`src/rtl/spi_flash_mmap_reader.sv`:
```
module spi_flash_mmap_reader #(
  parameter int WIN_BITS = 27,
  parameter int NUM_CS = 4,
  localparam int CSW = (NUM_CS > 1) ? $clog2(NUM_CS) : 1,
  localparam int AW = WIN_BITS + CSW
) (
  input  logic              clk,
  input  logic              rst_n,
  input  logic              cfg_we,
  input  logic [31:0]       cfg_wdata,
  output logic [31:0]       cfg_q,
  input  logic              rd_req,
  input  logic [AW-1:0]     rd_addr,
  output logic              busy,
  output logic              rd_valid,
  output logic [7:0]        rd_data,
  output logic              spi_sclk,
  output logic [NUM_CS-1:0] spi_cs_n,
  output logic [3:0]        spi_io_o,
  output logic [3:0]        spi_io_oe,
  input  logic [3:0]        spi_io_i
);

  typedef enum logic [2:0] {S_IDLE, S_CMD, S_ADDR, S_DUM, S_DATA} st_t;

  st_t            st;
  logic           ph;
  logic [7:0]     cnt;
  logic [2:0]     grp;
  logic [39:0]    sh;
  logic [7:0]     ish;
  logic [1:0]     lg;
  logic           ab4;
  logic [1:0]     dum;
  logic [1:0]     blen;
  logic [CSW-1:0] dev;

  logic [1:0]     c_lg;
  logic [CSW-1:0] req_dev;
  logic [31:0]    req_off;
  logic [31:0]    req_abytes;
  logic [7:0]     n_addr;
  logic [7:0]     n_dum;
  logic [7:0]     n_bits;
  logic [7:0]     n_data;
  logic [2:0]     grp_last;
  logic [7:0]     ish_next;

  assign c_lg       = (cfg_q[9:8] == 2'd1) ? 2'd1 : (cfg_q[9:8] == 2'd2) ? 2'd2 : 2'd0;
  assign req_dev    = rd_addr[AW-1 -: CSW];
  assign req_off    = 32'(rd_addr[WIN_BITS-1:0]);
  assign req_abytes = (cfg_q[17:16] != 2'd0) ? req_off : {req_off[23:0], 8'h00};

  assign n_addr   = (ab4 ? 8'd32 : 8'd24) >> lg;
  assign n_dum    = {3'b000, dum, 3'b000} >> lg;
  assign n_data   = n_bits >> lg;
  assign grp_last = 3'd7 >> lg;

  always_comb begin
    case (blen)
      2'd0:    n_bits = 8'd8;
      2'd1:    n_bits = 8'd32;
      2'd2:    n_bits = 8'd64;
      default: n_bits = 8'd128;
    endcase
  end

  always_comb begin
    case (lg)
      2'd2:    ish_next = {ish[3:0], spi_io_i[3:0]};
      2'd1:    ish_next = {ish[5:0], spi_io_i[1:0]};
      default: ish_next = {ish[6:0], spi_io_i[1]};
    endcase
  end

  always_comb begin
    spi_io_o  = 4'b0000;
    spi_io_oe = 4'b0000;
    if (st == S_CMD) begin
      spi_io_o  = {3'b000, sh[39]};
      spi_io_oe = 4'b0001;
    end else if (st == S_ADDR) begin
      case (lg)
        2'd2: begin
          spi_io_o  = sh[39:36];
          spi_io_oe = 4'b1111;
        end
        2'd1: begin
          spi_io_o  = {2'b00, sh[39:38]};
          spi_io_oe = 4'b0011;
        end
        default: begin
          spi_io_o  = {3'b000, sh[39]};
          spi_io_oe = 4'b0001;
        end
      endcase
    end
  end

  assign busy     = (st != S_IDLE);
  assign spi_sclk = ph;

  for (genvar i = 0; i < NUM_CS; i++) begin : g_cs
    assign spi_cs_n[i] = !(busy && (dev == CSW'(i)));
  end

  always_ff @(posedge clk or negedge rst_n) begin
    if (!rst_n) begin
      cfg_q <= 32'h0000_0003;
    end else if (cfg_we && !cfg_q[31]) begin
      cfg_q <= cfg_wdata;
    end
  end

  always_ff @(posedge clk or negedge rst_n) begin
    if (!rst_n) begin
      st       <= S_IDLE;
      ph       <= 1'b0;
      cnt      <= 8'd0;
      grp      <= 3'd0;
      sh       <= 40'd0;
      ish      <= 8'd0;
      lg       <= 2'd0;
      ab4      <= 1'b0;
      dum      <= 2'd0;
      blen     <= 2'd0;
      dev      <= '0;
      rd_valid <= 1'b0;
      rd_data  <= 8'd0;
    end else begin
      rd_valid <= 1'b0;
      if (st == S_IDLE) begin
        if (rd_req) begin
          st   <= S_CMD;
          ph   <= 1'b0;
          cnt  <= 8'd7;
          grp  <= 3'd0;
          sh   <= {cfg_q[7:0], req_abytes};
          lg   <= c_lg;
          ab4  <= |cfg_q[17:16];
          dum  <= cfg_q[13:12];
          blen <= cfg_q[25:24];
          dev  <= req_dev;
        end
      end else if (!ph) begin
        ph <= 1'b1;
        if (st == S_DATA) ish <= ish_next;
      end else begin
        ph <= 1'b0;
        if (st == S_CMD) begin
          sh <= {sh[38:0], 1'b0};
        end else if (st == S_ADDR) begin
          case (lg)
            2'd2:    sh <= {sh[35:0], 4'b0000};
            2'd1:    sh <= {sh[37:0], 2'b00};
            default: sh <= {sh[38:0], 1'b0};
          endcase
        end else if (st == S_DATA) begin
          if (grp == grp_last) begin
            grp      <= 3'd0;
            rd_valid <= 1'b1;
            rd_data  <= ish;
          end else begin
            grp <= grp + 3'd1;
          end
        end
        if (cnt != 8'd0) begin
          cnt <= cnt - 8'd1;
        end else begin
          case (st)
            S_CMD: begin
              st  <= S_ADDR;
              cnt <= n_addr - 8'd1;
            end
            S_ADDR: begin
              if (dum != 2'd0) begin
                st  <= S_DUM;
                cnt <= n_dum - 8'd1;
              end else begin
                st  <= S_DATA;
                cnt <= n_data - 8'd1;
              end
            end
            S_DUM: begin
              st  <= S_DATA;
              cnt <= n_data - 8'd1;
            end
            default: st <= S_IDLE;
          endcase
        end
      end
    end
  end

endmodule


```
`config.mk`:
```
export PLATFORM = sky130hd
export DESIGN_NAME = spi_flash_mmap_reader
export DESIGN_NICKNAME = d
export VERILOG_FILES = /design/src/rtl/spi_flash_mmap_reader.sv
export SDC_FILE = /design/constraint.sdc
export NUM_CORES = 1
export LEC_CHECK = 0
export ABC_AREA = 1
export CAP_MARGIN = 10
export CORE_MARGIN = 2
export CORE_UTILIZATION = 45
export DETAILED_ROUTE_END_ITERATION = 8
export DONT_BUFFER_PORTS = 1
export GPL_ROUTABILITY_DRIVEN = 1
export HOLD_SLACK_MARGIN = 0.02
export PLACE_DENSITY = 0.69
export SLEW_MARGIN = 5
export SYNTH_ARGS = -nofsm -noshare
export SYNTH_HDL_FRONTEND = slang
export SYNTH_SLANG_ARGS = --single-unit
```
`constraint.sdc`:
```
create_clock -name clk -period 2.44 [get_ports clk]
set_clock_uncertainty 0.1 [all_clocks]
set_input_delay 0.366 -clock clk [delete_from_list [all_inputs] [get_ports clk]]
set_output_delay 0.366 -clock clk [all_outputs]
set_load 0.005 [all_outputs]
```
### Yosys cells after proc, flatten, opt, wreduce, memory -nomap -nowiden

Cells that the tools add are included.

| operators by class | value |
|---|---|
| reduce and logical (&&, ||, !) cells | 29 |
| mux-type cells | 46 |
| shifts and indexed selects | 4 |
| bitwise operators | 4 |
| add/subtract/negate cells | 5 |
| eq/ne operators | 18 |

Operators with widths:

| operator | count |
|---|---|
| 40-bit 2-to-1 mux | 5 |
| 40-bit case mux with 2 select lines | 1 |
| 8-bit case mux with 3 select lines | 2 |
| 8-bit 2-to-1 mux | 5 |
| 3-bit 2-to-1 mux | 12 |
| 32-bit 2-to-1 mux | 1 |
| 8-bit by 1-bit subtractor with 8-bit output, second input constant | 4 |
| 4-bit 2-to-1 mux | 4 |
| 4-bit case mux with 2 select lines | 2 |
| 8-bit case mux with 2 select lines | 1 |
| 3-bit AND reduction | 4 |
| 2-bit equality test, second input constant | 5 |
| 1-bit 2-to-1 mux | 9 |
| 3-bit case mux with 3 select lines | 1 |
| 2-bit by 1-bit equality test with 1-bit output, second input constant | 4 |
| 2-bit nonzero test | 4 |
| 8-bit nonzero test | 1 |
| 5-bit by 2-bit right shift with 8-bit output | 1 |
| 6-bit by 2-bit right shift with 8-bit output | 1 |
| 8-bit by 2-bit right shift with 8-bit output | 1 |
| 3-bit by 2-bit equality test with 1-bit output, second input constant | 2 |
| 6-bit 2-to-1 mux | 1 |
| 6-bit AND reduction | 1 |
| 3-bit nonzero test | 2 |
| other kinds (17) | 32 |

| storage, ports and cells | value |
|---|---|
| output and inout port bits | 55 |
| logic and storage cells | 120 |
| bits of input ports | 69 |
| register bits | 113 |

### Depth between registers and ports, before layout

| logic depth | value |
|---|---|
| depth in word-level cells | 9 |
| gate-level depth with buffers | 16 |

### Least setup slack after synthesis

Ideal clock, no wire load.

| path | value |
|---|---|
| path type | register to output |
| from | reg lg[0] |
| to | out spi_io_o[2] |
| arrival | 1.769 ns |
| stages on the path, launching flop included | 8 |
| required time | 1.974 ns |
| slack | 0.205 ns |
| path through | dfrtp_1 > buf_2 > inv_2 > ha_1 > clkbuf_1 > inv_1 > clkbuf_1 > nor4_1 |

| between the ends | value |
|---|---|
| longest elaborated chain between the ends | 4 |
| elaborated cells between the ends (all ways) | 5 |

Ends and longest elaborated chain:

| what | line | source |
|---|---|---|
| start, declared | 32 | `logic [1:0] lg;` |
| start signal, assigned | 139 | `lg <= c_lg;` |
| 2-bit by 1-bit equality test with 1-bit output or 2-bit equality test (tied branches) | 83 | `case (lg)` |
| 4-bit case mux with 2 select lines (*) | 83 |  |
| 4-bit 2-to-1 mux (*) | 82 | `end else if (st == S_ADDR) begin` |
| 4-bit 2-to-1 mux (*) | 79 | `if (st == S_CMD) begin` |
| end, declared | 19 | `output logic [3:0] spi_io_o,` |

Every way passes the cells marked *; elsewhere a longest branch is shown, timed or not.

### Final worst setup path

| path | value |
|---|---|
| from | reg lg[0] |
| to | out spi_io_o[0] |

The elaborated chain is that of the path after synthesis.

==> run metrics <==
setup TNS=0 ns; CTS buffer count=17; H-Tree Depth=4; hold buffers post-CTS=37; Mapped Nets=910; clk sinks=approximately 110; vias in the first global route=5,669; placed inst area=6940 µm²; largest net degree at the start of global routing=between 100 and 150; ANT cells=0; result of the run=finished with violations; io pins=124; cell with the most instances after synthesis=inv_1; crit start category=register; Clock Latency Late Sink=0.42 ns; post-synthesis cell count=828; Tmin final=2.36 ns; drt initial violations=643; Root Driver=clkbuf_16; Mean Syn Cell Area=8.13 µm²; number of max-cap violations=0; iteration count of the initial detailed-routing pass=7; failing checks=negative hold slack; hold slack final=-0.470 ns; crit path kind=register to output port; synth unique cells=between 40 and 50; # DRC=0; fin crit share=between 90% and 100%; Pwr per Cell Area=around 570 nW/µm²; first-pass GRT wire length=29,100 µm; clock slew seen by the registers of the worst setup and hold paths=0.06 ns; area leader, netlist=dfrtp_1; unrepaired setup endpoints after global routing=yes; Pleak=0.00376 µW; total number of vias=5,973; Data required, critical path=1.97 ns; global-route usage over all layers=22.8%; worst hold path type=input port to async pin; Worst slew margin=64.8%; dpl hpwl=11,800 µm; synthesized flop and latch total=113; Routed WL per cell=16.7 µm; total wire length=17,700 µm; Area contributors post-synth=dfrtp_1 (41%), inv_1 (6.4%), nand2_1 (5.9%), o21ai_0 (5.7%), a21oi_1 (4.6%); Arr. time, crit path=1.89 ns; die height=around 130 µm; crit path max fanout=10; port buffer count=0; Worst-Margin Slew=0.526 ns; number of vias per cell=5.63; Core Footprint=14,600 µm²; Commonest cells post-synth=inv_1 (114), dfrtp_1 (111), nand2_1 (106); final setup violation count=0; Die ar.=approximately 16,000 µm²; warnings from Yosys=0; VDD IR max=0.512 mV; Rows=44; post-synth top area share=around 41%; Fin. Hold Viols=113; CTS Buffer Depth=2; Main synth FF type=dfrtp_1; Layout area overhead=17.8%; EDFF count, synth=0; CTS tree=done; initial antenna violation count=0; FMAX=~0.42 GHz; asr flop ratio synth=100%; fraction of layout cells with a size suffix above 1=15.2%; die width=126 µm; crit end category=output port; register area share after synthesis=42.1%; Routed Antenna Nets=0; max-slew violations=0; final instance area=about 7900 µm²; Final nets=946; initial core utilization=46.1%; total gr overflow=0; GP Congestion=0.925; Mapped Area=6730 µm²
-- final cells by class --
class | instances | area (µm²)
inverter | 127 | 479
fill | 1308 | 6660
tap | 184 | 230
clock inverter | 15 | 140
sequential | 113 | 2830
clock buffer | 17 | 425
timing repair buffer | 63 | 591
multi-input combinational | 542 | 3230
-- state kept, by name, summed over array words and instances, names as in the netlist --
name / count
spi_sclk: 1
grp: 3
st: 3
rd_valid: 1
dum: 2
cfg_q: 32
lg: 2
dev: 2
ish: 8
blen: 2
cnt: 8
sh: 40
rd_data: 8
ab4: 1
-- where the power goes --
part / leakage, µW / internal [µW] / total (µW) / switching (µW)
clock: 0.000275 / 1350 / 2400 / 1050
combinational: 0.00211 / 104 / 240 / 136
sequential: 0.00138 / 1880 / 1890 / 6.77
total: 0.00376 / 3330 / 4520 / 1190
-- cells by family (layout without fill, tap and decap cells) --
kind of cell	Yosys count	in the layout	share of synthesized area, %
buffers and inverters	173	222	10.7
flip-flops	113	113	42.1
adder cells (fa/ha/maj)	13	13	2.42
XOR/XNOR	6	6	0.781
AND/OR/NAND/NOR	220	220	14.4
AO/OA/AOI/OAI	280	280	25.8
multiplexers	23	23	3.85
-- metal layers --
layer	track usage, %	vias to the layer above	part of all wire [%]
met4	8.99	0	2.9
met2	33.9	222	45
met1	31.8	2805	45
met3	6.24	37	6.9
li1	-	2909	-
met5	0	-	0
-- final timing paths --
| check | start | endpoint | slack, ns | depth (start not counted) |
|---|---|---|---|---|
| max | lg[0] | spi_io_o[0] | 0.08 | 5 |
| min | rst_n | cfg_q[27] | -0.47 | 0 |
| max reg2reg | st[2] | sh[32] | 0.22 | 8 |
| min reg2reg | rd_data[5] | rd_data[5] | 0.41 | 2 |
| max in group asynchronous | rst_n | cfg_q[1] | 2.48 | 0 |
| min in group clk | rd_addr[1] | sh[1] | 0.04 | 2 |
-- critical path: stages (launching register included) --
cell and delay, ns:
dfrtp_1 0.38, inv_2 0.19, ha_4 0.27, inv_1 0.24, nor2_2 0.12, a32o_1 0.27
-- through the flow --
| stage | worst slack, ns | total power [µW] | instances | util (%) |
|---|---|---|---|---|
| final | 0.0797 | 4520 | 1061 | 54.3 |
| after global routing | -0.0133 | 4670 | 1061 | 54.3 |
| after CTS | 0.0513 | 4550 | 1061 | 54.2 |
| after detailed placement | 0.238 | 2100 | 992 | 47.5 |
| after global placement | 0.265 | 2100 | 992 | 47.5 |
| after floorplan | 0.205 | 2060 | 828 | - |
-- what timing repair did --
| action | 4_1_cts | 5_1_grt |
|---|---|---|
| setup buffers | 0 | 0 |
| endpoints found under the setup margin | 4 | 5 |
| gates resized for setup | 7 | 5 |
| endpoints found under the hold margin | 149 | 113 |
-- placed cells by master (no fill, tap or decap), types with 3 or more instances in the layout --
cell,instances
inv_1,114
dfrtp_1,111
nand2_1,106
o21ai_0,75
a21oi_1,62
nor2_1,55
o22ai_1,37
dlygate4sd3_1,37
nand3_1,32
o21ai_1,27
buf_4,24
mux2_2,23
a22oi_1,18
clkbuf_16,17
a211oi_1,16
inv_2,12
a22oi_2,12
o211ai_1,12
ha_1,12
o221ai_1,8
inv_6,7
nor2_2,5
or2_2,5
xor2_1,4
nand4_1,4
nand2_2,3
o2111ai_1,3
inv_8,3
Power figures use the tool's default switching activity.
